===== config.mk =====
export PLATFORM = sky130hd
export DESIGN_NAME = hdlc_deframer
export DESIGN_NICKNAME = d
export VERILOG_FILES = /design/src/rtl/hdlc_pkg.sv /design/src/rtl/hdlc_run_tracker.sv /design/src/rtl/hdlc_look_back.sv /design/src/rtl/hdlc_bit_packer.sv /design/src/rtl/hdlc_deframer.sv
export SDC_FILE = /design/constraint.sdc
export NUM_CORES = 1
export LEC_CHECK = 0
export ABC_AREA = 1
export BUFFER_PORTS_ARGS = -buffer_cell sky130_fd_sc_hd__buf_2
export CAP_MARGIN = 5
export CORE_ASPECT_RATIO = 1.1
export CORE_MARGIN = 2
export CORE_UTILIZATION = 58
export DETAILED_ROUTE_END_ITERATION = 8
export PLACE_DENSITY = 0.91
export SYNTH_ARGS = -nofsm -noshare
export SYNTH_HDL_FRONTEND = slang
export SYNTH_SLANG_ARGS = --single-unit

===== constraint.sdc =====
create_clock -name clk -period 2.4 [get_ports clk]
set_input_delay 0.48 -clock clk [delete_from_list [all_inputs] [get_ports clk]]
set_output_delay 0.48 -clock clk [all_outputs]
set_load 0.05 [all_outputs]

===== src/rtl/hdlc_pkg.sv =====
package hdlc_pkg;

  localparam int unsigned BYTE_BITS = 8;
  localparam int unsigned FILL_W    = $clog2(BYTE_BITS);
  localparam int unsigned FLAG_LEN  = 8;
  // raw bits of a flag that are accepted as data before the flag is recognised
  localparam int unsigned LOOK_BACK = FLAG_LEN - 1;
  localparam int unsigned RUN_W     = 4;
  localparam int unsigned STUFF_RUN = 5;
  localparam int unsigned FLAG_RUN  = 6;
  localparam int unsigned EOP_RUN   = 7;
  localparam int unsigned IDLE_RUN  = 15;

  typedef enum logic {ST_HUNT, ST_OPEN} rx_state_e;

  // saturating count of consecutive ones
  function automatic logic [RUN_W-1:0] run_next(input logic [RUN_W-1:0] run,
                                                input logic            b);
    if (!b)                              return '0;
    else if (run == RUN_W'(IDLE_RUN))    return run;
    else                                 return run + RUN_W'(1);
  endfunction

  // partial byte: the n valid bits sit at the top of acc, move them to bit 0
  function automatic logic [BYTE_BITS-1:0] align_partial(input logic [BYTE_BITS-1:0] acc,
                                                         input logic [FILL_W-1:0]    n);
    logic [FILL_W:0] sh;
    sh = (FILL_W+1)'(BYTE_BITS) - {1'b0, n};
    return acc >> sh;
  endfunction

endpackage


===== src/rtl/hdlc_run_tracker.sv =====
module hdlc_run_tracker
  import hdlc_pkg::*;
(
  input  logic clk,
  input  logic rst,
  input  logic bit_en,
  input  logic bit_in,
  output logic ev_flag,
  output logic ev_stuff,
  output logic ev_seventh,
  output logic ev_eop,
  output logic idle
);

  logic [RUN_W-1:0] run_q;

  always_ff @(posedge clk) begin
    if (rst)         run_q <= '0;
    else if (bit_en) run_q <= run_next(run_q, bit_in);
  end

  assign ev_flag    = bit_en && !bit_in && (run_q == RUN_W'(FLAG_RUN));
  assign ev_stuff   = bit_en && !bit_in && (run_q == RUN_W'(STUFF_RUN));
  assign ev_eop     = bit_en && !bit_in && (run_q == RUN_W'(EOP_RUN));
  assign ev_seventh = bit_en &&  bit_in && (run_q == RUN_W'(FLAG_RUN));
  assign idle       = (run_q == RUN_W'(IDLE_RUN));

endmodule


===== src/rtl/hdlc_look_back.sv =====
module hdlc_look_back
  import hdlc_pkg::*;
#(
  parameter int unsigned DEPTH = LOOK_BACK
) (
  input  logic clk,
  input  logic rst,
  input  logic clear,
  input  logic push,
  input  logic din,
  output logic pop_valid,
  output logic pop_bit
);

  localparam int unsigned CW = $clog2(DEPTH + 1);

  logic [DEPTH-1:0] pend_q;
  logic [CW-1:0]    cnt_q;
  logic             full_w;

  assign full_w    = (cnt_q == CW'(DEPTH));
  assign pop_valid = push && full_w;
  assign pop_bit   = pend_q[DEPTH-1];

  always_ff @(posedge clk) begin
    if (rst || clear) begin
      cnt_q  <= '0;
      pend_q <= '0;
    end else if (push) begin
      pend_q <= {pend_q[DEPTH-2:0], din};
      if (!full_w) cnt_q <= cnt_q + CW'(1);
    end
  end

endmodule


===== src/rtl/hdlc_bit_packer.sv =====
module hdlc_bit_packer
  import hdlc_pkg::*;
(
  input  logic                 clk,
  input  logic                 rst,
  input  logic                 clear,
  input  logic                 shift_en,
  input  logic                 din,
  output logic                 full_valid,
  output logic [BYTE_BITS-1:0] full_word,
  output logic [FILL_W-1:0]    fill,
  output logic [BYTE_BITS-1:0] partial_word
);

  logic [BYTE_BITS-1:0] acc_q;
  logic [FILL_W-1:0]    fill_q;

  assign full_word    = {din, acc_q[BYTE_BITS-1:1]};
  assign full_valid   = shift_en && (fill_q == FILL_W'(BYTE_BITS - 1));
  assign fill         = fill_q;
  assign partial_word = align_partial(acc_q, fill_q);

  always_ff @(posedge clk) begin
    if (rst || clear) begin
      acc_q  <= '0;
      fill_q <= '0;
    end else if (shift_en) begin
      acc_q  <= full_word;
      fill_q <= fill_q + FILL_W'(1);
    end
  end

endmodule


===== src/rtl/hdlc_deframer.sv =====
module hdlc_deframer
  import hdlc_pkg::*;
(
  input  logic                 clk,
  input  logic                 rst,
  input  logic                 bit_en,
  input  logic                 bit_in,
  output logic                 byte_valid,
  output logic [BYTE_BITS-1:0] byte_data,
  output logic                 sof,
  output logic                 eof,
  output logic [FILL_W-1:0]    residue,
  output logic                 abort_p,
  output logic                 eop_p
);

  rx_state_e state_q;
  logic      active_q;

  logic ev_flag, ev_stuff, ev_seventh, ev_eop, idle_w;
  logic hunting_w, push_w, clear_w, close_w, part_w;
  logic pop_v, pop_b;
  logic full_v;
  logic [BYTE_BITS-1:0] full_word, part_word;
  logic [FILL_W-1:0]    fill_w;

  hdlc_run_tracker u_run (
    .clk(clk), .rst(rst), .bit_en(bit_en), .bit_in(bit_in),
    .ev_flag(ev_flag), .ev_stuff(ev_stuff), .ev_seventh(ev_seventh),
    .ev_eop(ev_eop), .idle(idle_w)
  );

  assign hunting_w = (state_q == ST_HUNT);
  assign push_w    = !hunting_w && bit_en && !ev_flag && !ev_stuff && !ev_seventh;
  assign clear_w   = ev_flag || ev_seventh;
  assign close_w   = ev_flag && !hunting_w && active_q;
  assign part_w    = close_w && (fill_w != '0);

  hdlc_look_back #(.DEPTH(LOOK_BACK)) u_lb (
    .clk(clk), .rst(rst), .clear(clear_w), .push(push_w), .din(bit_in),
    .pop_valid(pop_v), .pop_bit(pop_b)
  );

  hdlc_bit_packer u_pk (
    .clk(clk), .rst(rst), .clear(clear_w), .shift_en(pop_v), .din(pop_b),
    .full_valid(full_v), .full_word(full_word), .fill(fill_w),
    .partial_word(part_word)
  );

  always_ff @(posedge clk) begin
    if (rst) begin
      state_q  <= ST_HUNT;
      active_q <= 1'b0;
    end else if (ev_flag) begin
      state_q  <= ST_OPEN;
      active_q <= 1'b0;
    end else if (ev_seventh) begin
      state_q  <= ST_HUNT;
      active_q <= 1'b0;
    end else if (pop_v) begin
      active_q <= 1'b1;
    end
  end

  always_ff @(posedge clk) begin
    if (rst) begin
      byte_valid <= 1'b0;
      byte_data  <= '0;
      sof        <= 1'b0;
      eof        <= 1'b0;
      residue    <= '0;
      abort_p    <= 1'b0;
      eop_p      <= 1'b0;
    end else begin
      byte_valid <= full_v || part_w;
      byte_data  <= full_v ? full_word : (part_w ? part_word : '0);
      sof        <= pop_v && !active_q;
      eof        <= close_w;
      residue    <= close_w ? fill_w : '0;
      abort_p    <= ev_seventh && !hunting_w;
      eop_p      <= ev_eop;
    end
  end

endmodule


==> results by group <==
Status
  – Outcome: finished, final reports clean

CTS
  – Post-CTS Setup Bufs: 0
  – CTS clk-pin slew, worst paths: between 0.1 and 0.15 ns
  – Cts bufs inserted: 5
  – Cts hold-fix bufs: 0
  – Sink Count: 43
  – CTS tree: built
  – Skew-Pair Late Insertion Delay: between 0.3 and 0.4 ns
  – Root buf cell: clkbuf_4
  – CTS max path bufs: 2
  – Resized Gates After CTS: 0
  – CTS HTree Levels: 2

Synthesis
  – Post-synth EDFFs: 0
  – Syn nets: 278
  – Post-Synth XOR/XNOR Area: 0
  – Synth Area in Simple Gates: 0.330
  – Mapped Cells: approximately 270
  – Register bit total from synthesis: 43
  – Cell area after synthesis: 2000 um2
  – Cell taking the most area after synthesis: dfxtp_1
  – Top cell type's share of synthesized area: 0.430
  – Top FF cell, synth: dfxtp_1
  – Post-synthesis compound-gate area fraction: 0.104
  – Yosys cell types: 25
  – Main combinational cell family by area after synthesis: simple AND/OR/NAND/NOR gates
  – Synth async-reset ratio: 0
  – Yosys warning count: 0
  – Post-synthesis mux area share: 0
  – Post-Syn Area per Cell: about 7.6 um2
  – Seq/Total Area, Yosys: 0.430
  – Synth Area in Adders: 0.0562
  – Largest cells by area after synthesis: dfxtp_1 43%, nand2_1 10%, nand3_1 9.7%

Floorplan
  – Die X: between 60 and 70 um
  – Core region area: 3330 um2
  – Die H: between 60 and 70 um
  – Die Area: between 3000 and 4000 um2
  – IO Count: 20
  – Initial Util: 0.601
  – Rows: 22

Worst setup path
  – Worst R2R Start: u_pk.fill[0]
  – CP Data Required Time: around 2.7 ns
  – Crit start category: register
  – CP Capture Type: register
  – Crit Path Class: register to register
  – R2R Setup Slk: 0.24 ns
  – Peak fanout along the critical path: 12
  – R2R cell count: 8
  – Worst endpoint data arrival time: about 2.5 ns
  – Reg-to-reg endpoint: byte_data[4]

Routing
  – DR vias: 1851
  – Antenna Nets Post-Route: 0
  – DRC Markers: 0
  – Routed WL per cell: between 10 and 15 um
  – Drt first pass iters: 4
  – Starting DRC count in detailed routing: 233
  – Vias per cell: 5.58
  – Total Routed Length: 4040 um

Timing
  – Final setup viols: 0
  – Period utilization: 0.902
  – Final Hold Vio Count: 0
  – Clock skew: approximately 0.011 ns
  – Total Neg Setup Slack: 0 ns
  – Final WS setup: 0.236 ns
  – Min Tclk post-route: approximately 2.2 ns
  – Maximum clock frequency: ~460 MHz
  – RSZ-0062 raised after global routing: no
  – Slew @ Worst Pin: between 0.6 and 0.7 ns
  – Rel. slew slack: 0.551
  – Max-slew violations: 0

Global routing
  – GRT Total Usage: 0.237
  – First-pass GRT wire length: 7110 um
  – Vias in the first global route: between 1500 and 2000
  – Initial antenna violation count: 0
  – Total gr overflow: 0
  – Pin count of the biggest net entering global routing: 19

Power and ir drop
  – Leakage: 0.000888 uW
  – Pwr Density: between 500 and 600 nW/um2
  – Peak supply drop: around 0.00031 V
  – Power Total: ~1100 uW

Place
  – Routability cong.: between 1 and 1.5
  – Port bufs: 19
  – HPWL after DPL: ~2800 um
  – Pre-CTS WS: 0.350 ns

Layout
  – Inserted Diodes: 0
  – Commonest non-fill, non-tap cells in the layout: 55 x nand2_1, 43 x dfxtp_1, 39 x nand3_1, 30 x a21oi_1, 23 x nor2_1
  – Layout cells sized above 1: 0.151
  – Commonest non-fill, non-tap cell in the layout: nand2_1
  – Area Growth Syn to Fin: 8.24%
  – Final core occ: 0.651
  – Final nets: 296

Hold path
  – Hold Path Stages: 3
  – Hold_sp: bit_in
  – Hold Crit Class: primary input to register
  – Worst hold endpoint: u_lb.pend_q[0]

Job
  – Max Cap Viol: 0
worst max path at each step:
| stage | cells after the start | endpoint | from | slack, ns |
|---|---|---|---|---|
| 3_3_place_gp | 8 | byte_data[5] | u_pk.fill[0] | 0.49 |
| 4_1_cts | 8 | byte_data[0] | u_pk.fill[0] | 0.30 |
| 6_report | 8 | byte_data[4] | u_pk.fill[0] | 0.24 |
| 3_5_place_dp | 8 | byte_data[0] | u_pk.fill[0] | 0.35 |
| 5_1_grt | 8 | byte_data[3] | u_pk.fill[0] | 0.03 |
| 2_1_floorplan | 11 | byte_data[5] | u_pk.fill[0] | 0.65 |
state kept, by name, summed over array words and instances (netlist names):
register     cells
byte_valid       1
u_lb.pend_q      7
u_lb.cnt_q       3
state_q          1
u_pk.fill        3
residue          3
sof              1
u_run.run_q      4
eop_p            1
byte_data        8
u_pk.acc_q       8
eof              1
abort_p          1
active_q         1
synth_stat cells (4+ instances only):
master / n
a21oi_1: 30
buf_6: 5
dfxtp_1: 43
ha_1: 9
inv_1: 14
nand2_1: 55
nand3_1: 39
nand4_1: 11
nor2_1: 23
nor3_1: 4
o21ai_0: 8
per-stage QoR:
step	instance area, um2	std cells	hold WS, ns
finish	2170	332	0.423
global route	2170	332	0.407
CTS	2170	332	0.404
detailed placement	2100	324	0.459
global placement	2100	324	0.451
floorplan	2000	265	0.439
cells by family after synthesis:
logic type,count (synthesis)
and+or+nand+nor,142
DFF,43
AOI/OAI and AO/OA,40
buffers and inverters,31
adders and majority gates,9
routing by layer:
| metal | global-route usage | up-vias | share of wire |
|---|---|---|---|
| li1 | - | 929 | - |
| met1 | 0.306 | 821 | 0.43 |
| met2 | 0.357 | 87 | 0.47 |
| met3 | 0.0571 | 14 | 0.072 |
| met4 | 0.125 | 0 | 0.026 |
| met5 | 0 | - | 0 |
worst max-delay path: stages (launching register included):
cell and delay, ns:
dfxtp_1 0.55, inv_2 0.19, ha_1 0.49, clkinv_1 0.30
nand3_1 0.20, nand3_1 0.09, nor2_1 0.11, nand2_1 0.06
a21oi_1 0.13
power by group:
part	internal [uW]	total, uW	switching, uW
clock network	173	391	218
logic	9.05	31.9	22.9
registers	716	718	2.53
total	897	1140	244
final cells by class:
cell class | instances | area (um2)
fill | 280 | 1160
multi-input combinational | 191 | 982
tap | 48 | 60.1
sequential | 43 | 861
timing repair buffer | 23 | 125
inverter | 19 | 71.3
clock buffer | 8 | 68.8
Power figures use the tool's default switching activity.
